### config.mk
export PLATFORM = sky130hd
export DESIGN_NAME = page_op_seq
export DESIGN_NICKNAME = d
export VERILOG_FILES = /design/src/rtl/page_seq_pkg.sv /design/src/rtl/page_seq_decode.sv /design/src/rtl/page_seq_ctrl.sv /design/src/rtl/page_seq_dpath.sv /design/src/rtl/page_op_seq.sv
export SDC_FILE = /design/constraint.sdc
export NUM_CORES = 1
export LEC_CHECK = 0
export BUFFER_PORTS_ARGS = -buffer_cell sky130_fd_sc_hd__buf_2
export CAP_MARGIN = 20
export CORE_MARGIN = 3
export CORE_UTILIZATION = 45
export CTS_BUF_LIST = sky130_fd_sc_hd__clkbuf_2 sky130_fd_sc_hd__clkbuf_4 sky130_fd_sc_hd__clkbuf_8
export CTS_CLUSTER_DIAMETER = 200
export DETAILED_ROUTE_END_ITERATION = 8
export HOLD_SLACK_MARGIN = 0.03
export PLACE_DENSITY_LB_ADDON = 0.2
export SLEW_MARGIN = 20
export SYNTH_ARGS = -nofsm -noshare
export SYNTH_HDL_FRONTEND = slang
export SYNTH_SLANG_ARGS = --single-unit
### constraint.sdc
create_clock -name clk_i -period 7.29 [get_ports clk_i]
set_input_delay 0 -clock clk_i [delete_from_list [all_inputs] [get_ports clk_i]]
set_output_delay 0 -clock clk_i [all_outputs]
set_load 0.05 [all_outputs]
### src/rtl/page_seq_pkg.sv
package page_seq_pkg;
  typedef enum logic [2:0] {
    PH_NONE  = 3'd0,
    PH_XFER  = 3'd1,
    PH_CMP   = 3'd2,
    PH_ERASE = 3'd3,
    PH_PROG  = 3'd4
  } phase_e;

  typedef struct packed {
    logic   valid;
    logic   block;
    phase_e ph0;
    phase_e ph1;
    phase_e ph2;
  } plan_t;

  localparam logic [7:0] OPC_XFER     = 8'h53;
  localparam logic [7:0] OPC_CMP      = 8'h60;
  localparam logic [7:0] OPC_EPROG    = 8'h83;
  localparam logic [7:0] OPC_LOADPROG = 8'h82;
  localparam logic [7:0] OPC_PROG     = 8'h88;
  localparam logic [7:0] OPC_PERASE   = 8'h81;
  localparam logic [7:0] OPC_BERASE   = 8'h50;
  localparam logic [7:0] OPC_REWRITE  = 8'h58;
endpackage

### src/rtl/page_seq_decode.sv
module page_seq_decode
  import page_seq_pkg::*;
(
  input  logic [7:0] opcode_i,
  output plan_t      plan_o
);
  always_comb begin
    plan_o = '0;
    case (opcode_i)
      OPC_XFER: begin
        plan_o.valid = 1'b1; plan_o.ph0 = PH_XFER;
      end
      OPC_CMP: begin
        plan_o.valid = 1'b1; plan_o.ph0 = PH_CMP;
      end
      OPC_EPROG, OPC_LOADPROG: begin
        plan_o.valid = 1'b1; plan_o.ph0 = PH_ERASE; plan_o.ph1 = PH_PROG;
      end
      OPC_PROG: begin
        plan_o.valid = 1'b1; plan_o.ph0 = PH_PROG;
      end
      OPC_PERASE: begin
        plan_o.valid = 1'b1; plan_o.ph0 = PH_ERASE;
      end
      OPC_BERASE: begin
        plan_o.valid = 1'b1; plan_o.block = 1'b1; plan_o.ph0 = PH_ERASE;
      end
      OPC_REWRITE: begin
        plan_o.valid = 1'b1; plan_o.ph0 = PH_XFER;
        plan_o.ph1 = PH_ERASE; plan_o.ph2 = PH_PROG;
      end
      default: plan_o = '0;
    endcase
  end
endmodule

### src/rtl/page_seq_ctrl.sv
module page_seq_ctrl
  import page_seq_pkg::*;
#(
  parameter int PAGE_BYTES = 264,
  parameter int BLK_PAGES  = 8,
  parameter int CNT_W      = 16,
  parameter int PG_W       = 9,
  parameter int BY_W       = 9
) (
  input  logic             clk_i,
  input  logic             rst_ni,
  input  logic             launch_i,
  input  plan_t            plan_i,
  input  logic [PG_W-1:0]  page_i,
  input  logic [CNT_W-1:0] xfer_cyc_i,
  input  logic [CNT_W-1:0] erase_cyc_i,
  input  logic [CNT_W-1:0] prog_cyc_i,
  output logic             busy_o,
  output logic             walk_o,
  output logic             done_o,
  output phase_e           phase_o,
  output logic [PG_W-1:0]  page_o,
  output logic [BY_W-1:0]  byte_o
);
  localparam int BLK_W = $clog2(BLK_PAGES);
  localparam logic [BY_W-1:0]  LAST_BYTE = BY_W'(PAGE_BYTES - 1);
  localparam logic [BLK_W-1:0] LAST_OFF  = BLK_W'(BLK_PAGES - 1);

  typedef enum logic [1:0] {ST_IDLE, ST_WALK, ST_WAIT} st_e;

  st_e              st_q;
  plan_t            plan_q;
  logic [PG_W-1:0]  page_q;
  logic [1:0]       idx_q;
  logic [BLK_W-1:0] off_q;
  logic [BY_W-1:0]  byte_q;
  logic [CNT_W-1:0] wcnt_q;

  phase_e           cur_ph, nxt_ph;
  logic             last_ph, more_pages;
  logic [CNT_W-1:0] wait_load;

  always_comb begin
    case (idx_q)
      2'd0:    begin cur_ph = plan_q.ph0; nxt_ph = plan_q.ph1; end
      2'd1:    begin cur_ph = plan_q.ph1; nxt_ph = plan_q.ph2; end
      default: begin cur_ph = plan_q.ph2; nxt_ph = PH_NONE;    end
    endcase
  end

  assign last_ph    = (nxt_ph == PH_NONE);
  assign more_pages = plan_q.block && (cur_ph == PH_ERASE) && (off_q != LAST_OFF);

  always_comb begin
    case (cur_ph)
      PH_ERASE: wait_load = erase_cyc_i;
      PH_PROG:  wait_load = prog_cyc_i;
      default:  wait_load = xfer_cyc_i;
    endcase
  end

  always_ff @(posedge clk_i or negedge rst_ni) begin
    if (!rst_ni) begin
      st_q   <= ST_IDLE;
      plan_q <= '0;
      page_q <= '0;
      idx_q  <= '0;
      off_q  <= '0;
      byte_q <= '0;
      wcnt_q <= '0;
    end else begin
      case (st_q)
        ST_IDLE: begin
          if (launch_i && plan_i.valid) begin
            plan_q <= plan_i;
            page_q <= page_i;
            idx_q  <= '0;
            off_q  <= '0;
            byte_q <= '0;
            st_q   <= ST_WALK;
          end
        end
        ST_WALK: begin
          if (byte_q == LAST_BYTE) begin
            byte_q <= '0;
            if (more_pages) begin
              off_q <= off_q + 1'b1;
            end else begin
              wcnt_q <= wait_load;
              st_q   <= ST_WAIT;
            end
          end else begin
            byte_q <= byte_q + 1'b1;
          end
        end
        ST_WAIT: begin
          if (wcnt_q == '0) begin
            if (last_ph) begin
              st_q <= ST_IDLE;
            end else begin
              idx_q <= idx_q + 1'b1;
              off_q <= '0;
              st_q  <= ST_WALK;
            end
          end else begin
            wcnt_q <= wcnt_q - 1'b1;
          end
        end
        default: st_q <= ST_IDLE;
      endcase
    end
  end

  assign busy_o  = (st_q != ST_IDLE);
  assign walk_o  = (st_q == ST_WALK);
  assign done_o  = (st_q == ST_WAIT) && (wcnt_q == '0) && last_ph;
  assign phase_o = busy_o ? cur_ph : PH_NONE;
  assign byte_o  = byte_q;
  // block erase replaces the low page bits with the walk offset
  assign page_o  = plan_q.block ? {page_q[PG_W-1:BLK_W], off_q} : page_q;
endmodule

### src/rtl/page_seq_dpath.sv
module page_seq_dpath
  import page_seq_pkg::*;
#(
  parameter int PROT_PAGES = 256,
  parameter int PG_W       = 9,
  parameter int BY_W       = 9
) (
  input  logic            clk_i,
  input  logic            rst_ni,
  input  logic            walk_i,
  input  logic            done_i,
  input  phase_e          phase_i,
  input  logic [PG_W-1:0] page_i,
  input  logic [BY_W-1:0] byte_i,
  input  logic            wp_ni,
  input  logic [7:0]      arr_rdata_i,
  input  logic [7:0]      buf_rdata_i,
  output logic [BY_W-1:0] buf_addr_o,
  output logic            buf_we_o,
  output logic [7:0]      buf_wdata_o,
  output logic [PG_W-1:0] arr_page_o,
  output logic [BY_W-1:0] arr_byte_o,
  output logic            arr_we_o,
  output logic [7:0]      arr_wdata_o,
  output logic            cmp_diff_o
);
  localparam logic [PG_W:0] PROT_LIM = (PG_W+1)'(PROT_PAGES);

  logic prot, byte_diff, diff_q, cmp_q;

  assign prot      = !wp_ni && ({1'b0, page_i} < PROT_LIM);
  assign byte_diff = (arr_rdata_i != buf_rdata_i);

  always_comb begin
    arr_page_o  = walk_i ? page_i : '0;
    arr_byte_o  = walk_i ? byte_i : '0;
    buf_addr_o  = walk_i ? byte_i : '0;
    arr_we_o    = 1'b0;
    arr_wdata_o = '0;
    buf_we_o    = 1'b0;
    buf_wdata_o = '0;
    if (walk_i) begin
      case (phase_i)
        PH_XFER: begin
          buf_we_o    = 1'b1;
          buf_wdata_o = arr_rdata_i;
        end
        PH_ERASE: begin
          arr_we_o    = !prot;
          arr_wdata_o = 8'hFF;
        end
        PH_PROG: begin
          arr_we_o    = !prot;
          arr_wdata_o = buf_rdata_i;
        end
        default: ;
      endcase
    end
  end

  always_ff @(posedge clk_i or negedge rst_ni) begin
    if (!rst_ni) begin
      diff_q <= 1'b0;
      cmp_q  <= 1'b0;
    end else begin
      if (walk_i && phase_i == PH_CMP)
        diff_q <= ((byte_i == '0) ? 1'b0 : diff_q) | byte_diff;
      if (done_i && phase_i == PH_CMP)
        cmp_q <= diff_q;
    end
  end

  assign cmp_diff_o = cmp_q;
endmodule

### src/rtl/page_op_seq.sv
module page_op_seq
  import page_seq_pkg::*;
#(
  parameter int PAGE_BYTES = 264,
  parameter int N_PAGES    = 512,
  parameter int PROT_PAGES = 256,
  parameter int BLK_PAGES  = 8,
  parameter int CNT_W      = 16,
  localparam int PG_W      = $clog2(N_PAGES),
  localparam int BY_W      = $clog2(PAGE_BYTES)
) (
  input  logic             clk_i,
  input  logic             rst_ni,
  input  logic             launch_i,
  input  logic [7:0]       opcode_i,
  input  logic [PG_W-1:0]  page_i,
  input  logic             wp_ni,
  input  logic [CNT_W-1:0] xfer_cyc_i,
  input  logic [CNT_W-1:0] erase_cyc_i,
  input  logic [CNT_W-1:0] prog_cyc_i,
  output logic             busy_o,
  output logic             rdy_busy_pull_o,
  output logic             cmp_diff_o,
  output logic [BY_W-1:0]  buf_addr_o,
  output logic             buf_we_o,
  output logic [7:0]       buf_wdata_o,
  input  logic [7:0]       buf_rdata_i,
  output logic [PG_W-1:0]  arr_page_o,
  output logic [BY_W-1:0]  arr_byte_o,
  output logic             arr_we_o,
  output logic [7:0]       arr_wdata_o,
  input  logic [7:0]       arr_rdata_i
);
  plan_t           plan;
  logic            walk, done;
  phase_e          phase;
  logic [PG_W-1:0] cur_page;
  logic [BY_W-1:0] cur_byte;

  page_seq_decode u_dec (
    .opcode_i (opcode_i),
    .plan_o   (plan)
  );

  page_seq_ctrl #(
    .PAGE_BYTES (PAGE_BYTES),
    .BLK_PAGES  (BLK_PAGES),
    .CNT_W      (CNT_W),
    .PG_W       (PG_W),
    .BY_W       (BY_W)
  ) u_ctrl (
    .clk_i       (clk_i),
    .rst_ni      (rst_ni),
    .launch_i    (launch_i),
    .plan_i      (plan),
    .page_i      (page_i),
    .xfer_cyc_i  (xfer_cyc_i),
    .erase_cyc_i (erase_cyc_i),
    .prog_cyc_i  (prog_cyc_i),
    .busy_o      (busy_o),
    .walk_o      (walk),
    .done_o      (done),
    .phase_o     (phase),
    .page_o      (cur_page),
    .byte_o      (cur_byte)
  );

  page_seq_dpath #(
    .PROT_PAGES (PROT_PAGES),
    .PG_W       (PG_W),
    .BY_W       (BY_W)
  ) u_dp (
    .clk_i       (clk_i),
    .rst_ni      (rst_ni),
    .walk_i      (walk),
    .done_i      (done),
    .phase_i     (phase),
    .page_i      (cur_page),
    .byte_i      (cur_byte),
    .wp_ni       (wp_ni),
    .arr_rdata_i (arr_rdata_i),
    .buf_rdata_i (buf_rdata_i),
    .buf_addr_o  (buf_addr_o),
    .buf_we_o    (buf_we_o),
    .buf_wdata_o (buf_wdata_o),
    .arr_page_o  (arr_page_o),
    .arr_byte_o  (arr_byte_o),
    .arr_we_o    (arr_we_o),
    .arr_wdata_o (arr_wdata_o),
    .cmp_diff_o  (cmp_diff_o)
  );

  assign rdy_busy_pull_o = busy_o;
endmodule

==> results.yml <==
detailed_routing:
  drt_drc_violations_left: 0
  wl_per_cell_um: 16.6
  vias: 3935
  viasPerCell: 5.86
  ant_nets: 0
  routed_wl_um: 11200
  firstDrtPassIters: 6
  dr.first_iter.drc_count: 240
worst_setup_path:
  required_ns: 7.29
  cp_data_arrival_time_ns: 3.39
  critPathKind: "flip-flop to primary output"
  cp-end-kind: "primary output"
  r2r_start: "u_ctrl.wcnt_q[8]"
  r2r_end: "u_ctrl.wcnt_q[1]"
  path_cells: "inv_1 -> ha_1 -> nor3b_1 -> o211a_1 -> nor2_1 -> nor2_1 -> o21a_1 -> buf_2"
  cp_common_cell: "nor2_1"
  reg2reg_setup_slack_ns: 4.14
  critPathSlowestCell: "nor3b_1"
  worstPathMaxFanout: 16
  start_kind: "flip-flop"
  cpPeakStageDelay_ns: 0.64
  startpoint: "u_ctrl.idx_q[0]"
  rr_worst_depth: 6
grt:
  grt_max_degree: 51
  grt_pass1_vias: 3721
  grt_usage_pct: 23.3
  overflow: 0
  antenna_found_initial: 0
  grt_pass1_wl_um: 18400
floorplan:
  dieArea_um2: 9450
  chipHeight_um: 97.2
  rows: 32
  num_io_pins: 133
  start_util_pct: 47.4
  die_w_um: 97.2
  core_um2: 7890
timing:
  rsz0062_at_grt: "no"
  tightest_slew_ns: 0.964
  hold_violations: 0
  skew_ns: 0.0169
  fmax_ghz: 0.295
  finalSetupViolations: 0
  max-slew-margin-rel_pct: 35.6
  slew_violations: 0
  period_needed_ns: 3.39
  fin_setup_tns_ns: 0
  fin_crit_sh_pct: 46.5
cts:
  htreeDepth: 2
  holdBufCountCts: 14
  cts.clk_slew.worst_paths_ns: 0.10
  cts_tree: "done"
  clk_path_buf_depth: 2
  root_buffer: "clkbuf_8"
  cts_resized: 0
  numCtsBuffers: 5
  cts_setup_buffers: 0
  clkLatencyLatePin_ns: 0.32
  cts_sinks: 50
worst_hold_path:
  hold_depth: 4
  hold_start: "opcode_i[7]"
  hold_path_class: "input port to flip-flop"
  hold_end: "u_ctrl.plan_q[9]"
synth:
  synth_edf_count: 0
  synth-async-reset-ratio_pct: 100
  ys_warn_count: 0
  synth-main-ff-cell: "dfrtp_1"
  yosysUniqueCellTypes: 61
  synth.cell_area_um2: 3740
  syn_avg_cell_area_um2: 8.39
  ys_ff_latch: 50
  yosysSeqAreaShare_pct: 33.4
  syn_inst: 446
  synth_fp_nets: 539
final_layout:
  syn2layout_area_growth_pct: 24.9
  nFillCells: 720
  final_nets: 662
  antenna_cells: 0
  drive_gt1_share_pct: 28.8
  final_cell_area_um2: 4670
  fin_util_pct: 59.3
pwr:
  peakVddDrop_mv: 0.0718
  power_leakage_nw: 2.33
  p_per_area_nw_per_um2: 117
flow_run:
  drv_cap: 0
place:
  io_buffer_count: 132
  placedInstanceArea_um2: 4410
  place.gp.congestion: 0.866
  dp_hpwl_um: 7960
run_status:
  status: "completed"
cells by family (layout without fill, tap and decap cells):
logic type / Yosys count / count (layout) / share of synthesized area (%)
DFF: 50 / 50 / 33.4
adders and majority gates: 8 / 8 / 2.67
xor gates and xnor gates: 10 / 10 / 2.34
buffers and inverters: 55 / 179 / 6.52
AOI/OAI and AO/OA: 123 / 123 / 23.3
and+or+nand+nor: 180 / 180 / 25.9
muxes: 20 / 20 / 5.85
worst max-delay path by stage:
stage          slack, ns           endpoint
5_1_grt             3.60     arr_wdata_o[4]
2_1_floorplan       4.11     buf_wdata_o[0]
6_report            3.90     arr_wdata_o[0]
4_1_cts             3.84     arr_wdata_o[0]
3_5_place_dp        4.19  u_ctrl.wcnt_q[11]
3_3_place_gp        4.17     buf_wdata_o[6]
flip-flops by register name (all words and copies together), names as in the netlist:
signal and flops:
u_ctrl.wcnt_q 16, u_ctrl.byte_o 9, u_ctrl.page_q 9, u_ctrl.plan_q 7, u_ctrl.off_q 3, u_ctrl.idx_q 2, u_ctrl.st_q 2, u_dp.cmp_diff_o 1
u_dp.diff_q 1
Yosys cell counts, drive strengths merged, types with 7 or more instances:
cell / instances / area [um2]
dfrtp: 50 / 1250
nor3: 16 / 80.1
buf: 12 / 82.6
mux2: 12 / 139
a31oi: 7 / 43.8
nand2: 34 / 128
clkbuf: 22 / 82.6
a21oi: 25 / 125
o21a: 11 / 82.6
nand4: 8 / 50.1
xor2: 9 / 78.8
and2: 21 / 131
nand3: 21 / 105
nor4: 8 / 50.1
ha: 8 / 100
o21ai: 18 / 90.1
inv: 20 / 75.1
and3: 11 / 68.8
a22o: 9 / 78.8
nor2: 31 / 116
mux2i: 8 / 80.1
cell usage in the layout, fill, tap and decap left out, types with 4 or more instances in the layout:
cell | Yosys | routed
dfrtp_1 | 50 | 50
a2bb2oi_1 | 4 | 4
nor2_1 | 31 | 31
and3_1 | 11 | 11
clkbuf_8 | 0 | 6
dlygate4sd3_1 | 0 | 14
a221o_1 | 4 | 4
ha_1 | 8 | 8
o31a_1 | 5 | 5
nor4_1 | 8 | 8
xor2_1 | 9 | 9
a22o_1 | 9 | 9
a31oi_1 | 7 | 7
mux2_2 | 11 | 11
nor4bb_1 | 4 | 4
buf_2 | 0 | 132
and2_1 | 21 | 21
o21ai_0 | 18 | 18
o22a_1 | 6 | 6
or4_1 | 5 | 5
nand3_1 | 21 | 21
a21oi_1 | 25 | 25
nand2b_1 | 4 | 4
o21a_1 | 11 | 11
inv_1 | 20 | 20
buf_4 | 10 | 4
nand4_1 | 8 | 8
mux2i_1 | 8 | 8
o22ai_1 | 6 | 6
nand2_1 | 34 | 34
nor3_1 | 16 | 15
area by class of cell:
cell class	instances	area, um2	share of cell area, %
clock buffers	6	82.6	1.77
inverters	21	78.8	1.69
clock inverters	2	38.8	0.830
multi-input cells	341	2260	48.4
well taps	102	128	2.73
flip-flops and latches	50	1250	26.8
repair buffers	150	831	17.8
through the flow:
step / worst slack, ns / hold WS, ns / total power [mW] / cells
after global placement: 4.17 / 0.166 / 0.328 / 650
final: 3.90 / 0.0605 / 0.545 / 672
after CTS: 3.84 / 0.0501 / 0.549 / 672
after floorplan: 4.11 / -0.296 / 0.295 / 446
after global routing: 3.60 / 0.0791 / 0.567 / 672
after detailed placement: 4.19 / 0.163 / 0.329 / 650
per-layer routing:
layer / GRT usage (%) / vias to the layer above / routed length (um)
met5: 0 / - / 0
met3: 4.31 / 15 / 770
li1: - / 1893 / -
met4: 6.48 / 0 / 196
met2: 39.2 / 157 / 5450
met1: 30.8 / 1870 / 4740
worst max-delay path: cells and delay by family (launching register included):
kind | cells | cell delay (ns)
buffers and inverters | 2 | 0.32
adders and majority gates | 1 | 0.31
and+or+nand+nor | 3 | 1.28
DFF | 1 | 0.36
AOI/OAI and AO/OA | 2 | 0.80
report_power, final:
group / internal (mW) / total (mW) / switching (mW) / leakage, nW
Sequential: 0.277 / 0.277 / 0 / 0.607
Combinational: 0.0287 / 0.0520 / 0.0233 / 1.66
Clock: 0.113 / 0.216 / 0.103 / 0.0618
Total: 0.419 / 0.545 / 0.126 / 2.33
No activity file was read; power rests on OpenSTA's default activity.
